<file path="src/rtl/lsm_pkg.sv">
package lsm_pkg;

    localparam int LSM_NREG       = 16;
    localparam int LSM_AW         = 32;
    localparam int LSM_WORD_BYTES = 4;
    localparam int LSM_SP         = 13;

    typedef enum logic {
        ST_IDLE = 1'b0,
        ST_RUN  = 1'b1
    } lsm_state_e;

    typedef enum logic [1:0] {
        END_NONE    = 2'd0,
        END_DONE    = 2'd1,
        END_ABANDON = 2'd2,
        END_SUSPEND = 2'd3
    } lsm_end_e;

    // Outcome of the access in flight this cycle.
    function automatic lsm_end_e lsm_decide(
        input logic active,
        input logic sync_abort,
        input logic last_word,
        input logic low_lat,
        input logic resume_ok,
        input logic pending,
        input logic continuable
    );
        if (!active)             return END_NONE;
        if (sync_abort)          return END_ABANDON;
        if (last_word)           return END_DONE;
        if (low_lat && pending)  return (resume_ok && continuable) ? END_SUSPEND : END_ABANDON;
        return END_NONE;
    endfunction

endpackage

</file>
<file path="src/rtl/lsm_ptr_find.sv">
module lsm_ptr_find #(
    parameter int NREG = 16,
    parameter int IW   = $clog2(NREG)
) (
    input  logic [NREG-1:0] mask,
    input  logic [IW:0]     from,
    output logic            found,
    output logic [IW-1:0]   idx
);

    // Lowest set bit at or above "from"; descending scan so the lowest wins.
    always_comb begin
        found = 1'b0;
        idx   = '0;
        for (int i = NREG - 1; i >= 0; i--) begin
            if (mask[i] && ((IW+1)'(i) >= from)) begin
                found = 1'b1;
                idx   = IW'(i);
            end
        end
    end

endmodule

</file>
<file path="src/rtl/lsm_addr_gen.sv">
module lsm_addr_gen #(
    parameter int NREG = 16,
    parameter int AW   = 32,
    parameter int WB   = 4,
    parameter int IW   = $clog2(NREG)
) (
    input  logic [NREG-1:0] mask,
    input  logic            dec_before,
    input  logic [AW-1:0]   base,
    input  logic [IW-1:0]   ptr,
    output logic [AW-1:0]   acc_addr,
    output logic [AW-1:0]   wb_val
);

    localparam int CW = IW + 1;

    logic [CW-1:0] total;
    logic [CW-1:0] below;
    logic [AW-1:0] span;
    logic [AW-1:0] first;

    always_comb begin
        total = '0;
        below = '0;
        for (int i = 0; i < NREG; i++) begin
            if (mask[i]) begin
                total = total + 1'b1;
                if (IW'(i) < ptr) begin
                    below = below + 1'b1;
                end
            end
        end
    end

    assign span     = AW'(total) * AW'(WB);
    assign first    = dec_before ? (base - span) : base;
    assign wb_val   = dec_before ? (base - span) : (base + span);
    assign acc_addr = first + AW'(below) * AW'(WB);

endmodule

</file>
<file path="src/rtl/lsm_seq.sv">
module lsm_seq
    import lsm_pkg::*;
#(
    parameter int NREG   = LSM_NREG,
    parameter int AW     = LSM_AW,
    parameter int WB     = LSM_WORD_BYTES,
    parameter int SP_IDX = LSM_SP,
    localparam int IW    = $clog2(NREG)
) (
    input  logic            clk,
    input  logic            rst,
    input  logic            cfg_low_lat,
    input  logic            cfg_resume_ok,
    input  logic            start,
    input  logic            op_load,
    input  logic            op_dec_before,
    input  logic            op_writeback,
    input  logic [NREG-1:0] op_mask,
    input  logic [AW-1:0]   op_base,
    input  logic            op_resume,
    input  logic [IW-1:0]   op_resume_idx,
    input  logic            irq,
    input  logic            fiq,
    input  logic            async_abt,
    input  logic            data_abort,
    output logic            mem_req,
    output logic            mem_we,
    output logic [AW-1:0]   mem_addr,
    output logic [IW-1:0]   mem_reg,
    output logic            busy,
    output logic            done,
    output logic            abandon,
    output logic            suspend,
    output logic [IW-1:0]   susp_idx,
    output logic            wb_en,
    output logic [AW-1:0]   wb_val
);

    lsm_state_e      state_q;
    logic            ld_q, dec_q, wbk_q;
    logic [NREG-1:0] mask_q;
    logic [AW-1:0]   base_q;
    logic [IW-1:0]   ptr_q;
    logic            done_q, abandon_q, suspend_q, wb_en_q;
    logic [IW-1:0]   susp_idx_q;

    logic [IW:0]     st_from, nx_from;
    logic            st_found, nx_found;
    logic [IW-1:0]   st_idx, nx_idx;
    logic            continuable, pending;
    lsm_end_e        end_c;

    assign st_from = op_resume ? {1'b0, op_resume_idx} : '0;
    assign nx_from = {1'b0, ptr_q} + 1'b1;

    lsm_ptr_find #(.NREG(NREG), .IW(IW)) u_first (
        .mask  (op_mask),
        .from  (st_from),
        .found (st_found),
        .idx   (st_idx)
    );

    lsm_ptr_find #(.NREG(NREG), .IW(IW)) u_next (
        .mask  (mask_q),
        .from  (nx_from),
        .found (nx_found),
        .idx   (nx_idx)
    );

    lsm_addr_gen #(.NREG(NREG), .AW(AW), .WB(WB), .IW(IW)) u_addr (
        .mask       (mask_q),
        .dec_before (dec_q),
        .base       (base_q),
        .ptr        (ptr_q),
        .acc_addr   (mem_addr),
        .wb_val     (wb_val)
    );

    assign continuable = !(ld_q && mask_q[SP_IDX]);
    assign pending     = irq | fiq | async_abt;
    assign end_c       = lsm_decide(state_q == ST_RUN, data_abort, !nx_found,
                                    cfg_low_lat, cfg_resume_ok, pending, continuable);

    always_ff @(posedge clk) begin
        if (rst) begin
            state_q    <= ST_IDLE;
            ld_q       <= 1'b0;
            dec_q      <= 1'b0;
            wbk_q      <= 1'b0;
            mask_q     <= '0;
            base_q     <= '0;
            ptr_q      <= '0;
            done_q     <= 1'b0;
            abandon_q  <= 1'b0;
            suspend_q  <= 1'b0;
            wb_en_q    <= 1'b0;
            susp_idx_q <= '0;
        end else begin
            done_q    <= 1'b0;
            abandon_q <= 1'b0;
            suspend_q <= 1'b0;
            wb_en_q   <= 1'b0;
            unique case (state_q)
                ST_IDLE: begin
                    if (start) begin
                        ld_q   <= op_load;
                        dec_q  <= op_dec_before;
                        wbk_q  <= op_writeback;
                        mask_q <= op_mask;
                        base_q <= op_base;
                        if (st_found) begin
                            state_q <= ST_RUN;
                            ptr_q   <= st_idx;
                        end else begin
                            done_q  <= 1'b1;
                            wb_en_q <= op_writeback;
                        end
                    end
                end
                ST_RUN: begin
                    unique case (end_c)
                        END_DONE: begin
                            state_q <= ST_IDLE;
                            done_q  <= 1'b1;
                            wb_en_q <= wbk_q;
                        end
                        END_ABANDON: begin
                            state_q   <= ST_IDLE;
                            abandon_q <= 1'b1;
                        end
                        END_SUSPEND: begin
                            state_q    <= ST_IDLE;
                            suspend_q  <= 1'b1;
                            susp_idx_q <= nx_idx;
                        end
                        END_NONE: begin
                            ptr_q <= nx_idx;
                        end
                    endcase
                end
            endcase
        end
    end

    assign busy     = (state_q == ST_RUN);
    assign mem_req  = busy;
    assign mem_we   = !ld_q;
    assign mem_reg  = ptr_q;
    assign done     = done_q;
    assign abandon  = abandon_q;
    assign suspend  = suspend_q;
    assign wb_en    = wb_en_q;
    assign susp_idx = susp_idx_q;

endmodule

</file>
<file path="config.mk">
export PLATFORM = sky130hd
export DESIGN_NAME = lsm_seq
export DESIGN_NICKNAME = d
export VERILOG_FILES = /design/src/rtl/lsm_pkg.sv /design/src/rtl/lsm_ptr_find.sv /design/src/rtl/lsm_addr_gen.sv /design/src/rtl/lsm_seq.sv
export SDC_FILE = /design/constraint.sdc
export NUM_CORES = 1
export LEC_CHECK = 0
export ABC_AREA = 1
export BUFFER_PORTS_ARGS = -buffer_cell sky130_fd_sc_hd__buf_4
export CORE_ASPECT_RATIO = 0.8
export CORE_MARGIN = 5
export CORE_UTILIZATION = 50
export CTS_BUF_LIST = sky130_fd_sc_hd__clkbuf_16
export CTS_CLUSTER_DIAMETER = 50
export DETAILED_ROUTE_END_ITERATION = 16
export HOLD_SLACK_MARGIN = 0.03
export PLACE_DENSITY = 0.72
export SLEW_MARGIN = 20
export SYNTH_ARGS = -nofsm -noshare
export SYNTH_HDL_FRONTEND = slang
export SYNTH_SLANG_ARGS = --single-unit
export TNS_END_PERCENT = 30
</file>
<file path="constraint.sdc">
create_clock -name clk -period 40.5 [get_ports clk]
set_input_delay 8.1 -clock clk [delete_from_list [all_inputs] [get_ports clk]]
set_output_delay 8.1 -clock clk [all_outputs]
set_load 0.02 [all_outputs]
</file>
==> out/qor.yml <==
run_status:
  status: "completed"
global_routing:
  grt_util_all_layers_pct: 24.0
  grt_overflow_total: 0
  grt_pass1_wl_um: 42700
  antenna_found_initial: 0
  grt_pass1_vias: 9221
  grt_max_degree: 95
cts:
  path_clk_slew_ns: 0.06
  cts_buffer_depth: 2
  ctsResizeCount: 0
  clock_latency_ns: 0.34
  post-cts-setup-buffers: 0
  root_buffer: "clkbuf_16"
  ctsHoldBuffers: 0
  numCtsBuffers: 9
  cts_tree: "yes"
  clkSinkCount: 64
  htreeDepth: 3
routing:
  viasPerCell: 5.24
  drtIter0Drc: 786
  wirelength_um: 25000
  drc: 0
  drt-pass1-iter-count: 8
  drt-wirelength-per-cell_um: 13.0
  vias: 10109
  ant_nets: 0
critical_path:
  crit_path_start_kind: "register"
  cp_num_buf_inv: 12
  cp_slowest_cell: "fa_1"
  cpLargestDelayFamily: "adder cells"
  crit_type: "reg -> out"
  critPathMaxFanout: 5
  cp.required_ns: 32.40
  cp_data_arrival_time_ns: 12.82
  critical_path.endpoint_type: "primary output"
  reg2reg_slack_ns: 37.02
  slowest_delay_ns: 0.54
final_layout:
  top_regs: "base_q x32, mask_q x16"
  largest_reg_flops: 32
  antenna_cells: 0
  nNetsFinal: 1815
  stdcell_area_um2: 10500
  nFillCells: 1773
  drive_above_1_share_pct: 14.6
  multi_input_area_um2: 6490
  regArea_um2: 1280
  largest_register: "base_q"
  syn2layout_area_growth_pct: 17.5
sta:
  relSlewSlack_pct: 42.1
  worstMarginPinSlew_ns: 0.869
  clock_skew_ns: 0.00760
  clock.fmax_mhz: 47.8
  setup_viol: 0
  fin_crit_sh_pct: 51.7
  drv_slew: 0
  worst_slack_ns: 19.58
  rsz0062_at_grt: "false"
  hold_viol_final: 0
  period_minus_slack_ns: 20.92
  tns_ns: 0
synthesis:
  synth_ff_type: "dfxtp_1"
  syn_inst: 1575
  syn_avg_cell_area_um2: 5.65
  ys_types: 53
  synthArstFlopShare_pct: 0
  syn_nets: 1691
  synth_area_um2: 8900
  synth-seq-cells: 64
  yosysSeqAreaShare_pct: 14.4
  yosys_warnings: 0
  synth_edf_count: 0
floorplanning:
  die_w_um: 159
  rows: 43
  die_area_um2: 20600
  die_y_um: 129
  start_util_pct: 51.1
  ios: 144
  fp.coreArea_um2: 17400
pwr:
  p_comb_share_pct: 54.6
  power.internal_uw: 191
  clock_power_share_pct: 24.1
  p_sw_uw: 160
  power_uw: 351
  cellLeakagePower_uw: 0.00559
  p_per_area_nw_per_um2: 33.6
  vdd_drop_max_mv: 0.0249
  switching_share_pct: 45.6
  seqPwrFrac_pct: 21.3
placed_design:
  placed_area_um2: 10100
  io_buffer_count: 143
  pre_cts_slack_ns: 19.99
  place_congestion: 0.934
  hpwl_um: 20800
hold_path:
  hold_class: "reg -> reg"
job:
  drv_cap: 0
power groups by stage:
stage / Sequential [uW] / Combinational (uW) / Clock (uW)
2_1_floorplan: 74.1 / 140 / 0
3_3_place_gp: 76.0 / 187 / 0
6_report: 74.8 / 192 / 84.6
4_1_cts: 74.6 / 192 / 85.8
3_5_place_dp: 76.0 / 191 / 0
5_1_grt: 75.7 / 218 / 89.1
final cells by class:
type                    instances  area share (%)
multi-input cells            1214            62.0
flip-flops and latches         64            12.2
repair buffers                147            10.5
inverters                     263            9.43
well taps                     225            2.69
clock buffers                   9            2.15
clock inverters                 7           0.921
path summary, 6_finish.rpt:
check                                 from            to  cells after the start
worst min register to register       wbk_q         wb_en                      2
worst max register to register  mem_reg[0]    mem_reg[3]                     18
worst min-delay path                 wbk_q         wb_en                      2
worst max-delay path             mask_q[1]  mem_addr[31]                     72
kinds of logic (layout without fill, tap and decap cells):
logic type                 count (synthesis)  after routing  synth area share [%]
DFF                                       64             64                  14.4
xor gates and xnor gates                  57             57                  5.69
and+or+nand+nor                          870            870                  44.8
adders and majority gates                 51             51                  7.42
buffers and inverters                    297            426                  12.8
muxes                                      3              3                 0.351
AOI/OAI and AO/OA                        233            233                  14.6
metal layers:
| layer | vias to the layer above | share of wire [%] | global-route usage [%] |
|---|---|---|---|
| met4 | 0 | 0.99 | 3.86 |
| met3 | 28 | 6.7 | 4.96 |
| met1 | 4449 | 51 | 35.1 |
| met5 | - | 0 | 0 |
| met2 | 301 | 41 | 37.1 |
| li1 | 5331 | - | - |
per-stage QoR:
stage                     util, %  std cells  hold WS [ns]
after floorplan                 -       1575         0.439
after global placement       58.2       1913         0.460
after detailed placement     58.2       1913         0.462
after CTS                    60.0       1929         0.471
after global routing         60.0       1929         0.507
final                        60.0       1929         0.473
placed cells by master, fill, tap and decap left out, types with 3 or more instances in the layout:
cell         n
o211ai_1     8
o31ai_1      6
nand4_1     25
clkbuf_16    9
o21bai_1     3
o21ai_0     91
nor3_2       3
nor4_1       6
o21ai_1      8
nor2_2       7
fa_1         3
nand3_1    143
nand3_2     14
nor3_1      31
a31oi_1      9
ha_1        48
nand3b_1    17
a21oi_1     86
xor2_1      44
nor2_1     180
nand2_2     18
buf_4      147
dfxtp_1     64
nand2_4      9
or2_2        6
inv_1      250
nand3_4      6
xnor2_1     12
inv_2       13
nand2_1    398
a211oi_1     6
cell usage after synthesis, types with 2 or more instances:
library cell / count / area share, %
nor2_1: 180 / 7.6
nand4_1: 25 / 1.8
o21ai_0: 91 / 5.1
or2_2: 6 / 0.42
nand3b_1: 17 / 1.4
nand2_4: 9 / 1.1
a21o_1: 2 / 0.17
mux2i_1: 2 / 0.22
ha_1: 48 / 6.7
clkbuf_1: 27 / 1.1
nor3_2: 3 / 0.34
nand3_1: 143 / 8.0
nand2_1: 399 / 17
inv_1: 249 / 10
and2_1: 2 / 0.14
o211ai_1: 8 / 0.67
a211oi_1: 6 / 0.51
dfxtp_1: 64 / 14
buf_4: 6 / 0.51
o21bai_1: 3 / 0.25
nor4_1: 6 / 0.42
or2_1: 2 / 0.14
nand3_2: 14 / 1.6
nor2_2: 7 / 0.49
a31oi_1: 9 / 0.63
nand2_2: 17 / 1.2
o21ai_1: 8 / 0.45
nor3_1: 31 / 1.7
a21oi_2: 2 / 0.20
inv_2: 13 / 0.55
nor2_4: 2 / 0.25
a211oi_2: 2 / 0.28
o31ai_1: 6 / 0.51
xnor2_1: 12 / 1.2
xor2_1: 44 / 4.3
nand3_4: 6 / 1.2
fa_1: 3 / 0.67
a21oi_1: 86 / 4.8
worst min-delay path, delay by kind of cell (launching register included):
kind / cells / cell delay (ns)
and+or+nand+nor: 1 / 0.06
DFF: 1 / 0.31
AOI/OAI and AO/OA: 1 / 0.05
Power figures use the tool's default switching activity.
